===== config.mk =====
export PLATFORM = sky130hd
export DESIGN_NAME = pwr_direct_xfer
export DESIGN_NICKNAME = d
export VERILOG_FILES = /design/src/rtl/pwr_direct_xfer.sv
export SDC_FILE = /design/constraint.sdc
export NUM_CORES = 1
export LEC_CHECK = 0
export ABC_AREA = 1
export BUFFER_PORTS_ARGS = -buffer_cell sky130_fd_sc_hd__buf_2
export CAP_MARGIN = 20
export CORE_ASPECT_RATIO = 2
export CORE_MARGIN = 4
export CORE_UTILIZATION = 52
export DETAILED_ROUTE_END_ITERATION = 10
export GPL_TIMING_DRIVEN = 1
export PLACE_DENSITY_LB_ADDON = 0.08
export SYNTH_ARGS = -nofsm -noshare
export SYNTH_HDL_FRONTEND = slang
export SYNTH_SLANG_ARGS = --single-unit

===== constraint.sdc =====
create_clock -name clk -period 1.9 [get_ports clk]
set_input_delay 0.285 -clock clk [delete_from_list [all_inputs] [get_ports clk]]
set_output_delay 0.285 -clock clk [all_outputs]
set_load 0.005 [all_outputs]

===== src/rtl/pwr_direct_xfer.sv =====
module pwr_direct_xfer #(
  parameter int CNT_W      = 14,
  parameter int PRE_STATES = 3,
  parameter int IRQ_STATES = 14
) (
  input  logic       clk,
  input  logic       rst,
  input  logic       sleep_req,
  input  logic       state_tick,
  input  logic       cfg_standby,
  input  logic       cfg_lowspd_on,
  input  logic       cfg_medspd_on,
  input  logic       cfg_direct_en,
  input  logic       cfg_tick_src,
  input  logic [2:0] settle_sel,
  output logic [1:0] mode_o,
  output logic       clk_sel_o,
  output logic       done_o,
  output logic       fallback_o
);

  localparam logic [1:0] MODE_SUB = 2'b00;
  localparam logic [1:0] MODE_HI  = 2'b01;
  localparam logic [1:0] MODE_MED = 2'b10;

  typedef enum logic [1:0] {ST_IDLE, ST_PRE, ST_SETTLE, ST_IRQ} st_t;

  st_t              st;
  logic [CNT_W-1:0] cnt;
  logic [CNT_W-1:0] cnt_last;
  logic             med_q;
  logic [2:0]       sel_q;
  logic             go;
  logic             at_last;

  function automatic logic [CNT_W-1:0] settle_last(input logic [2:0] s);
    case (s)
      3'd0:    return CNT_W'(8 - 1);
      3'd1:    return CNT_W'(16 - 1);
      3'd2:    return CNT_W'(32 - 1);
      3'd3:    return CNT_W'(64 - 1);
      3'd4:    return CNT_W'(128 - 1);
      3'd5:    return CNT_W'(1024 - 1);
      3'd6:    return CNT_W'(2048 - 1);
      default: return CNT_W'(8192 - 1);
    endcase
  endfunction

  assign go = (mode_o == MODE_SUB) && cfg_standby && !cfg_lowspd_on &&
              cfg_direct_en && cfg_tick_src;

  always_comb begin
    case (st)
      ST_PRE:    cnt_last = CNT_W'(PRE_STATES - 1);
      ST_SETTLE: cnt_last = settle_last(sel_q);
      default:   cnt_last = CNT_W'(IRQ_STATES - 1);
    endcase
  end

  assign at_last = (cnt == cnt_last);

  always_ff @(posedge clk) begin
    if (rst) begin
      st         <= ST_IDLE;
      cnt        <= '0;
      med_q      <= 1'b0;
      sel_q      <= 3'd0;
      mode_o     <= MODE_SUB;
      clk_sel_o  <= 1'b0;
      done_o     <= 1'b0;
      fallback_o <= 1'b0;
    end else begin
      done_o     <= 1'b0;
      fallback_o <= 1'b0;
      case (st)
        ST_IDLE: begin
          if (sleep_req) begin
            if (go) begin
              st    <= ST_PRE;
              cnt   <= '0;
              med_q <= cfg_medspd_on;
              sel_q <= settle_sel;
            end else begin
              fallback_o <= 1'b1;
            end
          end
        end
        ST_PRE: begin
          if (state_tick) begin
            if (at_last) begin
              st        <= ST_SETTLE;
              cnt       <= '0;
              clk_sel_o <= 1'b1;
              mode_o    <= med_q ? MODE_MED : MODE_HI;
            end else begin
              cnt <= cnt + 1'b1;
            end
          end
        end
        ST_SETTLE: begin
          if (state_tick) begin
            if (at_last) begin
              st  <= ST_IRQ;
              cnt <= '0;
            end else begin
              cnt <= cnt + 1'b1;
            end
          end
        end
        default: begin
          if (state_tick) begin
            if (at_last) begin
              st     <= ST_IDLE;
              cnt    <= '0;
              done_o <= 1'b1;
            end else begin
              cnt <= cnt + 1'b1;
            end
          end
        end
      endcase
    end
  end

endmodule


# --- Word-level counts from Yosys, hierarchy flattened ---
# Index checks and enable logic that the tools add are counted.
# W data, S select, Z words.
totals:
  reg_bits: 25
  input_bits: 12
  out_inout_bits: 5
  wordCells: 62
op_classes:
  add_sub_neg: 1
  n_eq_ne: 15
  n_mux: 19
  n_bitwise: 3
  reduce_logical: 16
op_table:
  columns: ["op", "n"]
  rows:
  - ["$pmux W13 S7", 1]
  - ["$mux W14", 5]
  - ["$pmux W13 S2", 1]
  - ["$mux W2", 9]
  - ["$add A14 B1 Y14 const B", 1]
  - ["$eq A14 B14 Y1", 1]
  - ["$ne A2 B2 Y1 const B", 6]
  - ["$eq A3 B3 Y1 const B", 3]
  - ["$reduce_and A3 Y1", 3]
  - ["$reduce_and A8 Y1", 1]
  - ["$eq A3 B2 Y1 const B", 2]
  - ["$pmux W2 S3", 1]
  - ["$reduce_or A5 Y1", 1]
  - ["$logic_and A1 B1 Y1", 4]
  - ["$logic_not A2 Y1", 2]
  - ["$reduce_bool A2 Y1", 2]
  - ["$eq A3 B1 Y1 const B", 1]
  - ["$logic_not A3 Y1", 1]
  - ["$not A1 Y1", 3]
  - ["$reduce_or A3 Y1", 1]
  - ["$eq A2 B1 Y1 const B", 1]
  - ["$eq A2 B2 Y1 const B", 1]
  - ["$mux W1", 2]
  - ["$logic_not A1 Y1", 1]

# --- Longest topological paths before layout ---
logic_depth:
  ltp_word: 8
  mapped_depth: 16
  depth_no_buf: 15

# --- Worst setup path after synthesis ---
# No wires, ideal clock.
synth_path:
  path_kind: "reg-to-reg"
  from: "register st[0]"
  to: "register cnt[8]"
  setup_time_ns: 0.124
  arrival_time_ns: 1.719
  required_ns: 1.776
  setup_slack_ns: 0.057
  stages_incl_launch_ff: 16
  n_path_buf: 1
  synth_period_minus_slack_ns: 1.843
  cell_sequence: "dfxtp_1 inv_1 ha_1 nand2_2 clkinv_1 nand3_1 nand2_1 nor2_1 nand2_1 nor2_1 nand2_1 nand2_1 nand2_2 nand2_4 buf_12 nor2_4"
synth_via:
  elab_chain_cells: 6
  word_cells_on_any_way: 12
  cone_classes: "eq/ne (5); mux (4); reduce/logical (3)"
synth_lines:
  columns: ["element", "line_no", "text"]
  rows:
  - ["from (decl)", "28", "st_t st;"]
  - ["from (signal assigned)", "64", "st <= ST_IDLE;"]
  - ["from (signal assigned)", "79", "st <= ST_PRE;"]
  - ["from (signal assigned)", "91", "st <= ST_SETTLE;"]
  - ["$eq A2 B2 Y1 or $eq A2 B1 Y1 (tied branches)", "53, 75", null]
  - ["$pmux W13 S2", "53", "case (st)"]
  - ["$eq A14 B14 Y1", "60", "assign at_last = (cnt == cnt_last);"]
  - ["$mux W14", "90, 102, 112", null]
  - ["$mux W14", "101", "if (state_tick) begin"]
  - ["$mux W14", null, null]
  - ["to (signal assigned)", "96", "cnt <= cnt + 1'b1;"]
  - ["to (signal assigned)", "106", "cnt <= cnt + 1'b1;"]
  - ["to (signal assigned)", "117", "cnt <= cnt + 1'b1;"]
  - ["to (decl)", "29", "logic [CNT_W-1:0] cnt;"]
# Parallel ways exist; a longest one is shown, timed or not. The select of a mux whose other input is x is not followed.
# A chain may end at the register's enable or synchronous reset.

# --- Final worst setup path ---
layout_path:
  from: "register st[0]"
  to: "register cnt[5]"
# Same word-level chain as after synthesis.

==> metrics.csv <==
metric;value;unit
status;completed;
synth_edf_count;0;
synthToLayoutAreaGrowth;25.9;%
insertion_delay;0.28;ns
drive_gt1_frac;0.312;
grt-ovfl-total;0;
r2r_start;st[0];
crit_start;st[0];
place_ws;-0.149;ns
hold_viol_final;0;
seqCellArea;503;sq um
row_count;28;
p_sw;0.732;mW
tightest_slew;0.406;ns
drtIter0Drc;34;
dpl.hpwl;2940;um
hold_ws;0.212;ns
clkPwrFrac;0.179;
drc_errors;0;
clkTransAtPathRegs;0.09;ns
cts_buffers;3;
die-area;4070;sq um
fp.dieW;47.2;um
wl;3660;um
first_pass_iters;4;
final.min_clock_period;1.87;ns
ys_seq_area_frac;0.314;
synth_top_cells_by_count;59 x nand2_1, 35 x inv_1, 28 x nor2_1, 25 x dfxtp_1, 20 x nand3_1;
io_buffers;16;
multi_input_comb_area;1040;sq um
gp_congestion;0.849;
crit_arrival;2.09;ns
rsz0062_at_grt;yes;
htreeDepth;1;
track_usage;0.203;
grt_max_degree;16;
post-route-util;0.682;
io_pins;17;
drtAntennaViolNets;0;
p_comb_frac;0.504;
fmax;536;MHz
clockRootBuffer;clkbuf_8;
synth_top_area_cell;dfxtp_1;
fin_skew;0.00202;ns
avgSynthCellArea;6.81;sq um
yosys_warnings;0;
start_util;0.542;
p_leak;0.890;nW
core;2940;sq um
grt_pass1_vias;1460;
maxCapViolCount;0;
setup_viol_count_final;0;
synth_async_sr_flop_share;0;
ys_ff_latch;25;
path_class;reg2reg;
worstHoldStart;rst;
cp-start-kind;flip-flop;
synth_area_leaders;dfxtp_1 31%, nand2_1 14%, inv_1 8.2%, nor2_4 7.8%, nor2_1 6.6%;
grt_first_pass_wirelength;5960;um
intPower;1.14;mW
fin_crit_sh;0.982;
wire_per_inst;12.2;um
p_sw_frac;0.392;
ir_worst_vdd;601;uV
cts_max_path_buffers;2;
antenna_found_initial;0;
critPathMaxFanout;7;
via_per_inst;5.01;
syn-cell-area;1590;sq um
synthFlopType;dfxtp_1;
vias;1497;
clock-sinks;25;
synth_fp_nets;250;
maxSlewViolCount;0;
ys_types;28;
synthMostInstantiatedCell;nand2_1;
hp-class;in2reg;
n_fill_cell;270;
crit_required;2.12;ns
diodes;0;
maxSlewHeadroom;0.728;
final.setup.worst_slack;0.0341;ns
worst_setup_path_end_kind;flip-flop;
fp.dieH;86.3;um
powerDensity;932;nW/um^2
cts_tree;built;
fin_nets;286;
pwr-share-seq;0.317;
synth_top_cell_area_share;0.314;
synthCells;234;
-- stage by stage --
step	instances	total power, mW	cell area, sq um	TNS [ns]
after CTS	297	1.78	1930	0
after global routing	299	1.99	2010	-1.25
after floorplan	234	1.09	1590	0
after global placement	292	1.34	1810	-1.27
final	299	1.87	2010	0
after detailed placement	292	1.34	1810	-2.08
-- metal layers --
metal,vias up,wire (um),share of wire,global-route usage
met5,-,0,0,0
li1,794,-,-,-
met3,14,124,0.034,0.0208
met4,0,204,0.056,0.121
met1,657,1260,0.34,0.191
met2,32,2070,0.57,0.380
-- state kept, by name (all words and copies together) (netlist names) --
signal      count
sel_q           3
mode_o          2
done_o          1
st              2
clk_sel_o       1
fallback_o      1
cnt            14
med_q           1
-- cells by family after synthesis --
logic type               Yosys count  synth area share
flip-flops                        25             0.314
multiplexers                       1           0.00628
adder cells (fa/ha/maj)            4            0.0314
XOR/XNOR                           8            0.0440
buffers and inverters             39             0.102
AO/OA/AOI/OAI                     18            0.0597
AND/OR/NAND/NOR                  139             0.443
-- power groups by stage --
stage                     logic, mW  registers [mW]  clock network (mW)
after floorplan               0.501           0.593                   0
after global placement        0.744           0.594                   0
after detailed placement      0.746           0.595                   0
after CTS                     0.848           0.587               0.342
after global routing           1.03           0.597               0.363
final                         0.942           0.592               0.335
-- final timing paths --
kind / cells past startpoint / slack (ns) / to
setup / recovery: 15 / 0.03 / cnt[5]
hold / removal: 2 / 0.21 / clk_sel_o
setup reg to reg: 15 / 0.03 / cnt[5]
hold reg to reg: 2 / 0.45 / clk_sel_o
-- what timing repair did --
item / in CTS / in global routing
setup buffers: 1 / 2
pin swaps: 5 / 7
hold buffers: 0 / 0
resized for setup: 17 / 15
setup endpoints to repair: 20 / 19
-- critical path: stages, from the launching register on --
cell and delay, ns:
dfxtp_2 0.37, inv_4 0.05, ha_4 0.30, nand2_4 0.07
nor2_4 0.13, nand2_1 0.08, nand2_1 0.10, nor2_1 0.05
nand2_1 0.06, nor2_1 0.04, nand2_1 0.07, nand2_1 0.06
nand2_2 0.07, nand2_4 0.09, buf_4 0.16, nor2_1 0.09
-- layout by cell type (no fill, tap or decap), drive strengths merged --
master | Yosys | final
nand2 | 65 | 65
nor2 | 42 | 42
inv | 37 | 38
buf | 1 | 32
dfxtp | 25 | 25
nand3 | 21 | 21
a21oi | 8 | 8
xor2 | 8 | 8
o21ai | 8 | 8
nor3 | 5 | 5
ha | 4 | 4
clkbuf | 0 | 3
nand4 | 2 | 2
o21bai | 1 | 1
nand3b | 1 | 1
or2 | 1 | 1
mux2i | 1 | 1
and2 | 1 | 1
o21a | 1 | 1
nor4 | 1 | 1
clkinvlp | 0 | 1
-- area by class of cell --
class                   count  area share
repair buffers             32       0.112
clock buffers               3      0.0206
well taps                  30      0.0187
inverters                  38      0.0736
multi-input cells         170       0.521
flip-flops and latches     25       0.251
clock inverters             1     0.00374
(Power assumes the default switching activity.)
